==> src/rtl/ow_pkg.sv <==
`timescale 1ns/1ps
package ow_pkg;
  typedef enum logic [1:0] {
    SLOT_RST  = 2'd0,
    SLOT_WR   = 2'd1,
    SLOT_RD   = 2'd2,
    SLOT_WAIT = 2'd3
  } slot_kind_e;

  localparam logic [7:0] CMD_SKIP  = 8'hCC;
  localparam logic [7:0] CMD_WRSP  = 8'h4E;
  localparam logic [7:0] CMD_CONV  = 8'h44;
  localparam logic [7:0] CMD_RDSP  = 8'hBE;
endpackage

==> src/rtl/ow_slot_engine.sv <==
`timescale 1ns/1ps
module ow_slot_engine
  import ow_pkg::*;
#(
  parameter int unsigned T_RST_LOW = 512,
  parameter int unsigned T_RST_REL = 512,
  parameter int unsigned T_PRES    = 100,
  parameter int unsigned T_W0      = 80,
  parameter int unsigned T_W1      = 8,
  parameter int unsigned T_RD_LOW  = 2,
  parameter int unsigned T_RD_SMP  = 8,
  parameter int unsigned T_SLOT    = 90,
  parameter int unsigned T_CONV    = 750000
) (
  input  logic       clk_i,
  input  logic       rst_ni,
  input  logic       req_i,
  input  slot_kind_e kind_i,
  input  logic       wbit_i,
  input  logic       line_i,
  output logic       ack_o,
  output logic       busy_o,
  output logic       drive_o,
  output logic       rd_vld_o,
  output logic       rd_bit_o,
  output logic       pres_vld_o,
  output logic       pres_o
);
  localparam int unsigned T_RST_ALL = T_RST_LOW + T_RST_REL;
  localparam int unsigned T_BIG     = (T_CONV > T_RST_ALL) ? T_CONV : T_RST_ALL;
  localparam int unsigned T_MAX     = (T_BIG > T_SLOT) ? T_BIG : T_SLOT;
  localparam int CW = $clog2(T_MAX + 1);
  typedef logic [CW-1:0] cnt_t;

  localparam cnt_t C_RST_END  = cnt_t'(T_RST_ALL - 1);
  localparam cnt_t C_RST_LOW  = cnt_t'(T_RST_LOW);
  localparam cnt_t C_PRES     = cnt_t'(T_RST_LOW + T_PRES);
  localparam cnt_t C_SLOT_END = cnt_t'(T_SLOT - 1);
  localparam cnt_t C_CONV_END = cnt_t'(T_CONV - 1);
  localparam cnt_t C_W0       = cnt_t'(T_W0);
  localparam cnt_t C_W1       = cnt_t'(T_W1);
  localparam cnt_t C_RD_LOW   = cnt_t'(T_RD_LOW);
  localparam cnt_t C_RD_SMP   = cnt_t'(T_RD_SMP);

  logic       busy_q;
  cnt_t       cnt_q;
  slot_kind_e kind_q;
  logic       wbit_q;
  cnt_t       end_cnt;
  logic       last, load;

  always_comb begin
    unique case (kind_q)
      SLOT_RST:  end_cnt = C_RST_END;
      SLOT_WAIT: end_cnt = C_CONV_END;
      default:   end_cnt = C_SLOT_END;
    endcase
  end

  assign last  = busy_q && (cnt_q == end_cnt);
  assign load  = req_i && (!busy_q || last);
  assign ack_o = load;
  assign busy_o = busy_q;

  always_ff @(posedge clk_i or negedge rst_ni) begin
    if (!rst_ni) begin
      busy_q <= 1'b0;
      cnt_q  <= '0;
      kind_q <= SLOT_RST;
      wbit_q <= 1'b0;
    end else if (load) begin
      busy_q <= 1'b1;
      cnt_q  <= '0;
      kind_q <= kind_i;
      wbit_q <= wbit_i;
    end else if (last) begin
      busy_q <= 1'b0;
    end else if (busy_q) begin
      cnt_q <= cnt_q + cnt_t'(1);
    end
  end

  always_comb begin
    drive_o = 1'b0;
    if (busy_q) begin
      unique case (kind_q)
        SLOT_RST: drive_o = (cnt_q < C_RST_LOW);
        SLOT_WR:  drive_o = (cnt_q < (wbit_q ? C_W1 : C_W0));
        SLOT_RD:  drive_o = (cnt_q < C_RD_LOW);
        default:  drive_o = 1'b0;
      endcase
    end
  end

  always_ff @(posedge clk_i or negedge rst_ni) begin
    if (!rst_ni) begin
      rd_vld_o   <= 1'b0;
      rd_bit_o   <= 1'b0;
      pres_vld_o <= 1'b0;
      pres_o     <= 1'b0;
    end else begin
      rd_vld_o   <= busy_q && (kind_q == SLOT_RD) && (cnt_q == C_RD_SMP);
      rd_bit_o   <= line_i;
      pres_vld_o <= busy_q && (kind_q == SLOT_RST) && (cnt_q == C_PRES);
      pres_o     <= !line_i;
    end
  end
endmodule

==> src/rtl/ow_cmd_seq.sv <==
`timescale 1ns/1ps
module ow_cmd_seq
  import ow_pkg::*;
#(
  parameter int unsigned RD_BITS = 72
) (
  input  logic       clk_i,
  input  logic       rst_ni,
  input  logic       ack_i,
  input  logic       busy_i,
  input  logic [1:0] res_i,
  input  logic [7:0] th_i,
  input  logic [7:0] tl_i,
  output logic       req_o,
  output slot_kind_e kind_o,
  output logic       wbit_o,
  output logic       commit_o
);
  localparam int BW = $clog2(RD_BITS);
  typedef logic [BW-1:0] bit_t;
  localparam bit_t B_BYTE_END = bit_t'(7);
  localparam bit_t B_RD_END   = bit_t'(RD_BITS - 1);

  localparam logic [3:0] S_RST0 = 4'd0,  S_SKIP0 = 4'd1,  S_WRSP = 4'd2;
  localparam logic [3:0] S_TH   = 4'd3,  S_TL    = 4'd4,  S_CFG  = 4'd5;
  localparam logic [3:0] S_RST1 = 4'd6,  S_SKIP1 = 4'd7,  S_CONV = 4'd8;
  localparam logic [3:0] S_WAIT = 4'd9,  S_RST2  = 4'd10, S_SKIP2 = 4'd11;
  localparam logic [3:0] S_RDSP = 4'd12, S_READ  = 4'd13, S_DONE = 4'd14;

  logic [3:0] step_q;
  bit_t       bit_q;
  logic [7:0] byte_v;
  logic       step_end;
  logic       commit_q;

  always_comb begin
    req_o  = 1'b1;
    kind_o = SLOT_WR;
    byte_v = 8'h00;
    unique case (step_q)
      S_RST0, S_RST1, S_RST2:    kind_o = SLOT_RST;
      S_SKIP0, S_SKIP1, S_SKIP2: byte_v = CMD_SKIP;
      S_WRSP:                    byte_v = CMD_WRSP;
      S_TH:                      byte_v = th_i;
      S_TL:                      byte_v = tl_i;
      S_CFG:                     byte_v = {1'b1, res_i, 5'b11111};
      S_CONV:                    byte_v = CMD_CONV;
      S_RDSP:                    byte_v = CMD_RDSP;
      S_WAIT:                    kind_o = SLOT_WAIT;
      S_READ:                    kind_o = SLOT_RD;
      default:                   req_o  = 1'b0;
    endcase
  end

  // LSB first
  assign wbit_o = (kind_o == SLOT_WR) && byte_v[bit_q[2:0]];

  always_comb begin
    unique case (kind_o)
      SLOT_WR: step_end = (bit_q == B_BYTE_END);
      SLOT_RD: step_end = (bit_q == B_RD_END);
      default: step_end = 1'b1;
    endcase
  end

  always_ff @(posedge clk_i or negedge rst_ni) begin
    if (!rst_ni) begin
      step_q   <= S_RST0;
      bit_q    <= '0;
      commit_q <= 1'b0;
    end else begin
      commit_q <= (step_q == S_DONE) && !busy_i;
      if (step_q == S_DONE) begin
        if (!busy_i) step_q <= S_RST0;
      end else if (ack_i) begin
        if (step_end) begin
          step_q <= step_q + 4'd1;
          bit_q  <= '0;
        end else begin
          bit_q <= bit_q + bit_t'(1);
        end
      end
    end
  end

  assign commit_o = commit_q;
endmodule

==> src/rtl/ow_sp_capture.sv <==
`timescale 1ns/1ps
module ow_sp_capture #(
  parameter int unsigned SP_BYTES = 9
) (
  input  logic       clk_i,
  input  logic       rst_ni,
  input  logic       rd_vld_i,
  input  logic       rd_bit_i,
  input  logic       pres_vld_i,
  input  logic       pres_i,
  input  logic       commit_i,
  output logic       presence_o,
  output logic [7:0] temp_lo_o,
  output logic [7:0] temp_hi_o,
  output logic [7:0] th_rb_o,
  output logic [7:0] tl_rb_o
);
  localparam int unsigned SP_BITS = 8 * SP_BYTES;

  logic [SP_BITS-1:0] sr_q;
  logic               ok_q;

  // bits arrive LSB first, byte 0 first: shift in at the top
  always_ff @(posedge clk_i or negedge rst_ni) begin
    if (!rst_ni) sr_q <= '0;
    else if (rd_vld_i) sr_q <= {rd_bit_i, sr_q[SP_BITS-1:1]};
  end

  always_ff @(posedge clk_i or negedge rst_ni) begin
    if (!rst_ni) begin
      ok_q       <= 1'b1;
      presence_o <= 1'b0;
      temp_lo_o  <= '0;
      temp_hi_o  <= '0;
      th_rb_o    <= '0;
      tl_rb_o    <= '0;
    end else begin
      if (pres_vld_i) begin
        presence_o <= pres_i;
        if (!pres_i) ok_q <= 1'b0;
      end
      if (commit_i) begin
        ok_q <= 1'b1;
        if (ok_q) begin
          temp_lo_o <= sr_q[7:0];
          temp_hi_o <= sr_q[15:8];
          th_rb_o   <= sr_q[23:16];
          tl_rb_o   <= sr_q[31:24];
        end
      end
    end
  end
endmodule

==> src/rtl/ow_temp_master.sv <==
`timescale 1ns/1ps
module ow_temp_master
  import ow_pkg::*;
#(
  parameter int unsigned T_RST_LOW = 512,
  parameter int unsigned T_RST_REL = 512,
  parameter int unsigned T_PRES    = 100,
  parameter int unsigned T_W0      = 80,
  parameter int unsigned T_W1      = 8,
  parameter int unsigned T_RD_LOW  = 2,
  parameter int unsigned T_RD_SMP  = 8,
  parameter int unsigned T_SLOT    = 90,
  parameter int unsigned T_CONV    = 750000,
  parameter int unsigned SP_BYTES  = 9
) (
  input  logic       clk_i,
  input  logic       rst_ni,
  output logic       tsens_o,
  output logic       tsens_oe_o,
  input  logic       tsens_i,
  input  logic [1:0] res_i,
  input  logic [7:0] th_i,
  input  logic [7:0] tl_i,
  output logic       presence_o,
  output logic [7:0] temp_lo_o,
  output logic [7:0] temp_hi_o,
  output logic [7:0] th_rb_o,
  output logic [7:0] tl_rb_o
);
  localparam int unsigned RD_BITS = 8 * SP_BYTES;

  logic       req, ack, busy, wbit, commit;
  logic       rd_vld, rd_bit, pres_vld, pres;
  slot_kind_e kind;

  ow_cmd_seq #(.RD_BITS(RD_BITS)) seq_i (
    .clk_i(clk_i), .rst_ni(rst_ni), .ack_i(ack), .busy_i(busy),
    .res_i(res_i), .th_i(th_i), .tl_i(tl_i),
    .req_o(req), .kind_o(kind), .wbit_o(wbit), .commit_o(commit)
  );

  ow_slot_engine #(
    .T_RST_LOW(T_RST_LOW), .T_RST_REL(T_RST_REL), .T_PRES(T_PRES),
    .T_W0(T_W0), .T_W1(T_W1), .T_RD_LOW(T_RD_LOW), .T_RD_SMP(T_RD_SMP),
    .T_SLOT(T_SLOT), .T_CONV(T_CONV)
  ) eng_i (
    .clk_i(clk_i), .rst_ni(rst_ni), .req_i(req), .kind_i(kind),
    .wbit_i(wbit), .line_i(tsens_i), .ack_o(ack), .busy_o(busy),
    .drive_o(tsens_oe_o), .rd_vld_o(rd_vld), .rd_bit_o(rd_bit),
    .pres_vld_o(pres_vld), .pres_o(pres)
  );

  ow_sp_capture #(.SP_BYTES(SP_BYTES)) cap_i (
    .clk_i(clk_i), .rst_ni(rst_ni), .rd_vld_i(rd_vld), .rd_bit_i(rd_bit),
    .pres_vld_i(pres_vld), .pres_i(pres), .commit_i(commit),
    .presence_o(presence_o), .temp_lo_o(temp_lo_o), .temp_hi_o(temp_hi_o),
    .th_rb_o(th_rb_o), .tl_rb_o(tl_rb_o)
  );

  // open drain: the pad is only ever pulled low
  assign tsens_o = 1'b0;
endmodule

==> config.mk <==
export PLATFORM = sky130hd
export DESIGN_NAME = ow_temp_master
export DESIGN_NICKNAME = d
export VERILOG_FILES = /design/src/rtl/ow_pkg.sv /design/src/rtl/ow_slot_engine.sv /design/src/rtl/ow_cmd_seq.sv /design/src/rtl/ow_sp_capture.sv /design/src/rtl/ow_temp_master.sv
export SDC_FILE = /design/constraint.sdc
export NUM_CORES = 1
export LEC_CHECK = 0
export BUFFER_PORTS_ARGS = -buffer_cell sky130_fd_sc_hd__buf_2
export CAP_MARGIN = 20
export CELL_PAD_IN_SITES_DETAIL_PLACEMENT = 1
export CELL_PAD_IN_SITES_GLOBAL_PLACEMENT = 2
export CORE_MARGIN = 3
export CORE_UTILIZATION = 41
export CTS_CLUSTER_DIAMETER = 120
export CTS_CLUSTER_SIZE = 16
export DETAILED_ROUTE_END_ITERATION = 7
export GPL_ROUTABILITY_DRIVEN = 0
export GPL_TIMING_DRIVEN = 0
export PLACE_DENSITY_LB_ADDON = 0.1
export SYNTH_ARGS = -nofsm -noshare
export SYNTH_HDL_FRONTEND = slang
export SYNTH_SLANG_ARGS = --single-unit
==> constraint.sdc <==
create_clock -name clk_i -period 2.9 [get_ports clk_i]
set_input_delay 0.145 -clock clk_i [delete_from_list [all_inputs] [get_ports clk_i]]
set_output_delay 0.145 -clock clk_i [all_outputs]
set_load 0.02 [all_outputs]
### Word-level counts from Yosys, hierarchy flattened

Index checks and enable logic that the tools add are counted.

* register bits: 146

* bitwise gates (word level): 1
* reduce and logical (&&, ||, !) cells: 26
* muxes and demuxes: 23
* magnitude comparators: 4
* equality and inequality tests: 27
* $add $sub $neg: 3

Operator list (number)
* $mux 20: 3
* $pmux 8 s7: 1
* $pmux 20 s2: 1
* $eq 4x4->1 const B: 7
* $add 20x1->20 const B: 1
* $eq 20x10->1 const B: 1
* $eq 20x20->1: 1
* $eq 20x4->1 const B: 1
* $lt 20x10->1 const B: 1
* $lt 20x2->1 const B: 1
* $lt 20x20->1: 1
* $eq 4x3->1 const B: 4
* $mux 4: 4
* $mux 7: 2
* $reduce_or 14->1: 1
* $reduce_bool 2->1: 5
* $eq 4x2->1 const B: 2
* $logic_and 1x1->1: 8
* $mux 1: 8
* $reduce_and 2->1: 4
* $add 7x1->7 const B: 1
* $eq 7x3->1 const B: 1
* $eq 7x7->1 const B: 1
* $eq 2x2->1 const B: 3
* other kinds (16): 21

### Logic depth before layout (Yosys ltp)

Gate-level depths: netlist (run 1).

* word-level depth: 8
* depth in mapped cells: 10
* gate-level depth less buffers: 8

### Hierarchy

A second synthesis (run 1) with hierarchy kept.

* cell total of the unflattened synthesis: 558
* area total of the unflattened synthesis: 7114.3 sq um

Modules (own cells, without submodules)
* ow_sp_capture: area each 4125.2 sq um, cells an instance 225, instances 1, sequential area each 2653.8 sq um
* ow_slot_engine: area each 1913.1 sq um, cells an instance 200, instances 1, sequential area each 700.7 sq um
* ow_cmd_seq: area each 1064.8 sq um, cells an instance 131, instances 1, sequential area each 300.3 sq um
* ow_temp_master: area each 11.3 sq um, cells an instance 2, instances 1, sequential area each 0.0 sq um

### Worst setup path before layout (run 1)

No wires, ideal clock.

* path kind: flip-flop to flip-flop
* from: register eng_i.cnt_q[14]
* to: register eng_i.cnt_q[6]
* stages on the path, launching flop included: 8
* setup slack: 266 ps
* setup time: 125 ps
* buffers on the path: 1
* data arrival time: 2509 ps
* period minus slack after synthesis: 2634 ps
* cells stage by stage: dfrtp_1 -> or4_1 -> or4_4 -> a2111oi_4 -> or2b_2 -> buf_6 -> o21ai_0 -> mux2_2

* longest elaborated chain between the ends: 6

Ends and longest elaborated chain
* from (decl): line ow_slot_engine.sv:46 `cnt_t cnt_q;`
* from (signal assigned): line ow_slot_engine.sv:79 `cnt_q <= cnt_q + cnt_t'(1);`
* $eq 20x20->1 (*): line ow_slot_engine.sv:60 `assign last = busy_q && (cnt_q == end_cnt);`
* $logic_and 1x1->1 (*): line ow_slot_engine.sv:60
* $logic_or 1x1->1: line ow_slot_engine.sv:61 `assign load = req_i && (!busy_q || last);`
* $logic_and 1x1->1: line ow_slot_engine.sv:61
* $ne 2x2->1 (no line) / $reduce_bool 2->1 (equally long branches)
* $reduce_and 2->1 (no line)

Every way passes the cells marked *; elsewhere a longest branch is shown, timed or not.
A chain may end at the register's enable or synchronous reset.

### Worst setup path in the final report (run 1)

Same ends and word-level chain as after synthesis.

==> results.ini, run 1 <==
[hold_path]
hold_start=tl_i[7]
hp-class=primary input to flop
hold_path_depth=6
hold_end=eng_i.wbit_q$_DFFE_PN0P_

[grt]
grt_max_degree=82
antenna_found_initial=0
grt_pass1_wl_um=26140
globalRoute.totalOverflow=0
grt_pass1_vias=5077
grt_usage=0.1809

[clocking]
cts_tree=done
cts.sinks=146
clock_latency_ns=0.42
htreeDepth=4
cts-root-buf=clkbuf_16
clk_pin_slew_ns=0.06
cts.path.max_buffers=2
cts_buffers=17

[synthesis]
ys_seq_area_frac=0.5419
synthArstFlopShare=1.000
synth-main-ff-cell=dfrtp_1
yosys_register_bits=146
synth_edf_count=0
netlist_instances=565
avgSynthCellArea_um2=11.94
yosysWarnings=0
synth_area_um2=6744
syn_nets=595
synthDistinctLibCells=57

[floorplanning]
die_area_um2=18020
die_h_um=134.3
die_w_um=134.3
ioPinCount=56
core_um2=16000
initial_utilization=0.4215
rows=46

[route]
vias_per_cell=5.383
drc=0
postRouteAntennaNets=0
vias=4726
drt_wl_total_um=15730
drt-pass1-iter-count=4
wl_per_cell_um=17.91
drt_iter0_markers=276

[layout]
syn2layout_area_growth_pct=20.85
drive_gt1_frac=0.3323
fillers=1697
antennaDiodeCount=0
design_area_um2=8150
nets=679

[power_and_ir_drop]
internal_power_w=0.003689
switching_share=0.1981
p_comb_frac=0.014
peakVddDrop_uv=410.8
p_seq_frac=0.443
leakage_nw=3.926
power_density_nw_per_um2=564.4
fin_total_pwr_w=0.004600
clock_power_share=0.543
switchingPower_w=0.0009111

[setup_path]
cpLargestDelayFamily=simple AND/OR/NAND/NOR gates
reg2reg_to=eng_i.cnt_q[6]$_DFFE_PN0P_
ff2ff_path_depth=8
slowest_delay_ns=0.56
regToRegStartpoint=eng_i.cnt_q[14]$_DFFE_PN0P_
crit_path_top_delay_cell=or4_4
crit_required_ns=3.21
crit_top_cell=or4_4
critPathLaunchType=flop
crit_path_end_kind=flop
critPathKind=flop to flop
path_cells=or4_4, or4_4, a2111oi_4, buf_4, or2b_4, buf_12, o21ai_0, mux2_2
arrival_ns=3.17
cp_num_buf_inv=2
crit_fanout=10
rrSetupSlack_ns=0.03

[timing]
fin_ws_ns=0.03356
fmax_mhz=348.9
relSlewSlack=0.4962
hold_viol=0
min_period_ns=2.866
setup_violations=0
slew_viol_final=0
finalSetupTns_ns=0
worst_pin_slew_ns=0.7557
finClkSkew_ns=0.01345
holdWs_ns=0.2359
fin_crit_sh=0.9884

[place]
portBuffers=54
place_area_um2=7318
pre_cts_ws_ns=-0.2343
hpwl_um=10730

[outcome]
status=completed

[job]
maxCapViolations=0

[through the flow]
step	cells	util
5_1_grt	878	0.5094
4_1_cts	873	0.5038
2_1_floorplan	565	-
3_5_place_dp	836	0.4574
6_report	878	0.5094
3_3_place_gp	835	0.4553
[placed cells by master, fill, tap and decap left out, types with 10 or more instances in the layout]
master     instances
a21oi_1           15
buf_2             54
buf_4             10
clkbuf_1          25
clkbuf_16         17
dfrtp_1          143
inv_1             20
mux2_2           106
nand2_1           30
nand3_1           23
nor2_1            12
nor3_1            13
o21ai_0           22
[sequential cells by signal (all words and copies together) (netlist names), 2 cells and up]
name / count
eng_i.kind_q: 2
cap_i.tl_rb_o: 8
cap_i.temp_hi_o: 8
cap_i.sr_q: 72
cap_i.th_rb_o: 8
seq_i.bit_q: 7
seq_i.step_q: 4
eng_i.cnt_q: 20
cap_i.temp_lo_o: 8
[cell type report]
class / count / area, um2 / area share
plain buffers: 34 / 170.2 / 0.02088
clock buffers: 22 / 484.2 / 0.05941
clock inverters: 10 / 193.9 / 0.02379
inverters: 20 / 75.07 / 0.009211
multi-input cells: 365 / 2918 / 0.3580
flip-flops and latches: 146 / 3657 / 0.4487
well taps: 216 / 270.3 / 0.03316
repair buffers: 65 / 381.6 / 0.04682
[power groups by stage]
stage	Clock, W	Sequential (W)	Combinational (W)
after floorplan	0	0.00208	0.00000480
after global placement	0	0.00208	0.0000581
after detailed placement	0	0.00208	0.0000658
after CTS	0.00255	0.00204	0.0000683
after global routing	0.00264	0.00204	0.0000754
final	0.00250	0.00204	0.0000647
[worst min-delay path, delay by kind of cell]
kind	cells	cell delay (ns)
and+or+nand+nor	4	0.25
AOI/OAI and AO/OA	1	0.15
buffers and inverters	1	0.07
[cell usage after synthesis (2+ instances only)]
| master | count | area share |
|---|---|---|
| dfrtp_1 | 145 | 0.54 |
| mux2_2 | 106 | 0.18 |
| nand2_1 | 30 | 0.017 |
| clkbuf_1 | 25 | 0.014 |
| o21ai_0 | 25 | 0.019 |
| nand3_1 | 23 | 0.017 |
| inv_1 | 20 | 0.011 |
| a21oi_1 | 15 | 0.011 |
| nor3_1 | 13 | 0.0096 |
| nor2_1 | 12 | 0.0067 |
| ha_1 | 9 | 0.017 |
| nand4_1 | 9 | 0.0083 |
| or3_1 | 9 | 0.0083 |
| mux2i_1 | 8 | 0.012 |
| a22o_1 | 7 | 0.0091 |
| nor2b_1 | 7 | 0.0065 |
| and3_1 | 6 | 0.0056 |
| xor2_1 | 6 | 0.0078 |
| a21boi_0 | 5 | 0.0056 |
| and2_1 | 5 | 0.0046 |
| nor4_1 | 5 | 0.0046 |
| nor4b_1 | 5 | 0.0065 |
| xnor2_1 | 5 | 0.0065 |
| a21o_1 | 4 | 0.0045 |
| a31oi_1 | 4 | 0.0037 |
| buf_1 | 4 | 0.0022 |
| nand2b_1 | 4 | 0.0037 |
| nand3b_1 | 4 | 0.0045 |
| o211ai_1 | 4 | 0.0045 |
| a221oi_1 | 3 | 0.0039 |
| o22ai_1 | 3 | 0.0028 |
| o31ai_1 | 3 | 0.0033 |
| or4_1 | 3 | 0.0033 |
| a211oi_1 | 2 | 0.0022 |
| buf_2 | 2 | 0.0015 |
| buf_4 | 2 | 0.0022 |
| o2111ai_1 | 2 | 0.0026 |
| o21ai_1 | 2 | 0.0015 |
[what timing repair did]
action	in CTS	in global routing
endpoints found under the setup margin	26	22
hold buffers	2	0
cloned	0	1
buffers inserted	3	4
hold endpoints to repair	82	0
pin swaps	1	1
gates resized for setup	10	17
[logic make-up (layout without fill, tap and decap cells)]
logic type	Yosys count	count (layout)	synth area share
compound gates	88	88	0.08776
xor+xnor	11	11	0.01429
fa+ha+maj	9	9	0.01670
buf+inv	54	151	0.03265
flops	146	146	0.5419
mux	114	114	0.1889
other cells	1	1	0.0005561
simple gates	142	142	0.1173
[per-layer routing]
| metal | vias to the layer above | GRT usage | wire, um | part of all wire |
|---|---|---|---|---|
| met5 | - | 0 | 0 | 0 |
| met4 | 0 | 0.05373 | 131 | 0.0083 |
| met3 | 12 | 0.04014 | 663 | 0.042 |
| met2 | 100 | 0.3045 | 7773 | 0.49 |
| met1 | 2395 | 0.2354 | 7158 | 0.46 |
| li1 | 2219 | - | - | - |
[worst max path at each step]
| stage | start | endpoint | slack (ns) | cells past startpoint |
|---|---|---|---|---|
| 2_1_floorplan | eng_i.cnt_q[14]$_DFFE_PN0P_ | eng_i.cnt_q[6]$_DFFE_PN0P_ | 0.27 | 7 |
| 3_3_place_gp | rst_ni | seq_i.bit_q[0]$_DFFE_PN0P_ | -0.36 | 1 |
| 3_5_place_dp | eng_i.cnt_q[14]$_DFFE_PN0P_ | eng_i.cnt_q[9]$_DFFE_PN0P_ | -0.23 | 7 |
| 4_1_cts | eng_i.cnt_q[14]$_DFFE_PN0P_ | eng_i.cnt_q[9]$_DFFE_PN0P_ | -0.002 | 8 |
| 5_1_grt | eng_i.cnt_q[14]$_DFFE_PN0P_ | seq_i.bit_q[4]$_DFFE_PN0P_ | -0.02 | 8 |
| 6_report | eng_i.cnt_q[14]$_DFFE_PN0P_ | eng_i.cnt_q[6]$_DFFE_PN0P_ | 0.03 | 8 |
Note: power is estimated with default switching activity, not from simulation.
==> run 2, diff against run 1 <==
SETUP_SLACK_MARGIN = 0.2   (was default)
==> results.ini, run 2 (synthesis gave the netlist of run 1 again) <==
[outcome]
status=completed

[setup_path]
arrival_ns=3.00  ; -0.17 ns
rrSetupSlack_ns=0.19  ; +0.15 ns
crit_fanout=6  ; -4
critPathKind=flop to flop
ff2ff_path_depth=7  ; -1
crit_path_end_kind=flop
crit_required_ns=3.19  ; -0.02 ns
critPathLaunchType=flop

[route]
vias_per_cell=5.395  ; +0.23%
drt-pass1-iter-count=4  ; unchanged
drt_wl_total_um=15970  ; +1.5%
postRouteAntennaNets=0  ; unchanged
vias=4764  ; +0.80%
wl_per_cell_um=18.08  ; +0.96%
drt_iter0_markers=174  ; -37%
drc=0  ; unchanged

[power_and_ir_drop]
leakage_nw=3.973  ; +1.2%
peakVddDrop_uv=406.0  ; -1.2%
power_density_nw_per_um2=555.6  ; -1.6%

[timing]
slew_viol_final=0  ; unchanged
relSlewSlack=0.4985  ; +0.002351
fmax_mhz=368.4  ; +5.6%
min_period_ns=2.714  ; -0.1522 ns
worst_pin_slew_ns=0.7522  ; -0.003527 ns
setup_violations=0  ; unchanged
fin_crit_sh=0.9360  ; -0.05248
finClkSkew_ns=0.01342  ; -0.00003100 ns
hold_viol=0  ; unchanged
rsz0062_at_grt=yes
holdWs_ns=0.2355  ; -0.0004250 ns

[layout]
largest_register_ffs=72  ; unchanged
design_area_um2=8297  ; +1.8%
regMostFlops=cap_i.sr_q
layout_commonest_cell=dfrtp_1
antennaDiodeCount=0  ; unchanged
mostFrequentLayoutCells=dfrtp_1, mux2_2, buf_2, nand2_1, clkbuf_1
syn2layout_area_growth_pct=23.02
largest_registers=cap_i.sr_q: 72 flops, eng_i.cnt_q: 20 flops
drive_gt1_frac=0.3568  ; +0.02450
nets=684  ; +0.74%

[floorplanning]
die_area_um2=18020  ; unchanged
rows=46  ; unchanged
die_h_um=134.3  ; unchanged
die_w_um=134.3  ; unchanged
initial_utilization=0.4215  ; unchanged
core_um2=16000  ; unchanged
ioPinCount=56  ; unchanged

[clocking]
cts_buffers=17  ; unchanged
cts-root-buf=clkbuf_16
cts_tree=done
cts.sinks=146  ; unchanged
cts.path.max_buffers=2  ; unchanged
clock_latency_ns=0.42  ; about the same
clk_pin_slew_ns=0.06  ; about the same
htreeDepth=4  ; unchanged

[grt]
grt_pass1_wl_um=26760  ; +2.3%
grt_usage=0.1855  ; +0.004571
globalRoute.totalOverflow=0  ; unchanged
antenna_found_initial=0  ; unchanged
grt_max_degree=82  ; unchanged
grt_pass1_vias=5155  ; +1.5%

[hold_path]
hold_path_depth=6  ; unchanged
hp-class=primary input to flop

[place]
hpwl_um=10730  ; unchanged
place_area_um2=7318  ; unchanged
portBuffers=54  ; unchanged

[job]
maxCapViolations=0  ; unchanged

[run 2: cell types whose count changed in the layout (fill, tap and decap cells not counted), sizes merged]
cell	previous run	this run
buf	73	77
clkbuf	46	47
[run 2: where the power goes]
group | total [W] | switching, W | internal (W)
combinational | 0.0000647 | 0.0000465 | 0.0000182
clock | 0.00251 | 0.000874 | 0.00163
sequential | 0.00204 | 0.000000445 | 0.00204
[run 2: stage by stage]
stage	setup TNS, ns	power (W)	instances	util	worst slack [ns]
2_1_floorplan	0	0.002081	565	-	0.2660
3_3_place_gp	-51.72	0.002135	835	0.4553	-0.3590
3_5_place_dp	-2.124	0.002142	836	0.4574	-0.2343
4_1_cts	0	0.004661	881	0.5127	0.1319
5_1_grt	0	0.004748	883	0.5185	0.1212
6_report	0	0.004609	883	0.5185	0.1857
[run 2: worst paths after layout]
check	startpoint	to
worst max-delay path	eng_i.cnt_q[16]$_DFFE_PN0P_	seq_i.step_q[2]$_DFFE_PN0P_
worst min-delay path	tl_i[7]	eng_i.wbit_q$_DFFE_PN0P_
worst max register to register	eng_i.cnt_q[16]$_DFFE_PN0P_	seq_i.step_q[2]$_DFFE_PN0P_
worst min register to register	seq_i.commit_o$_DFF_PN0_	cap_i.ok_q$_DFFE_PN1P_
max in group asynchronous	rst_ni	cap_i.ok_q$_DFFE_PN1P_
min in group asynchronous	rst_ni	cap_i.temp_hi_o[3]$_DFFE_PN0P_
[run 2: final cells by class]
type / count / area [um2]
clock buffer: 22 / 484.2
timing repair buffer: 70 / 442.9
clock inverter: 10 / 193.9
tap: 216 / 270.3
multi-input combinational: 365 / 2992
buffer: 34 / 180.2
inverter: 20 / 75.07
sequential: 146 / 3659
fill: 1686 / 7704
[run 2: worst max-delay path, stage by stage (launching register included)]
cell and delay (ns):
dfrtp_2 0.41, or4_4 0.54, or4_4 0.45, a2111oi_4 0.30, buf_4 0.19, or2b_4 0.21, a31oi_2 0.10, or3_1 0.38
[run 2: metal layers]
metal,vias up,track usage,share of wire
met5,-,0,0
met4,0,0.05147,0.012
met2,78,0.3154,0.49
li1,2228,-,-
met3,15,0.03976,0.030
met1,2443,0.2410,0.47
[run 2: timing repair]
action                                 CTS  global route
resized for setup                       34            19
endpoints found under the hold margin   82             0
hold buffers                             2             0
buffers inserted                         9             2
setup endpoints to repair               35            35
pin swaps                               12            11
gates cloned                             2             0
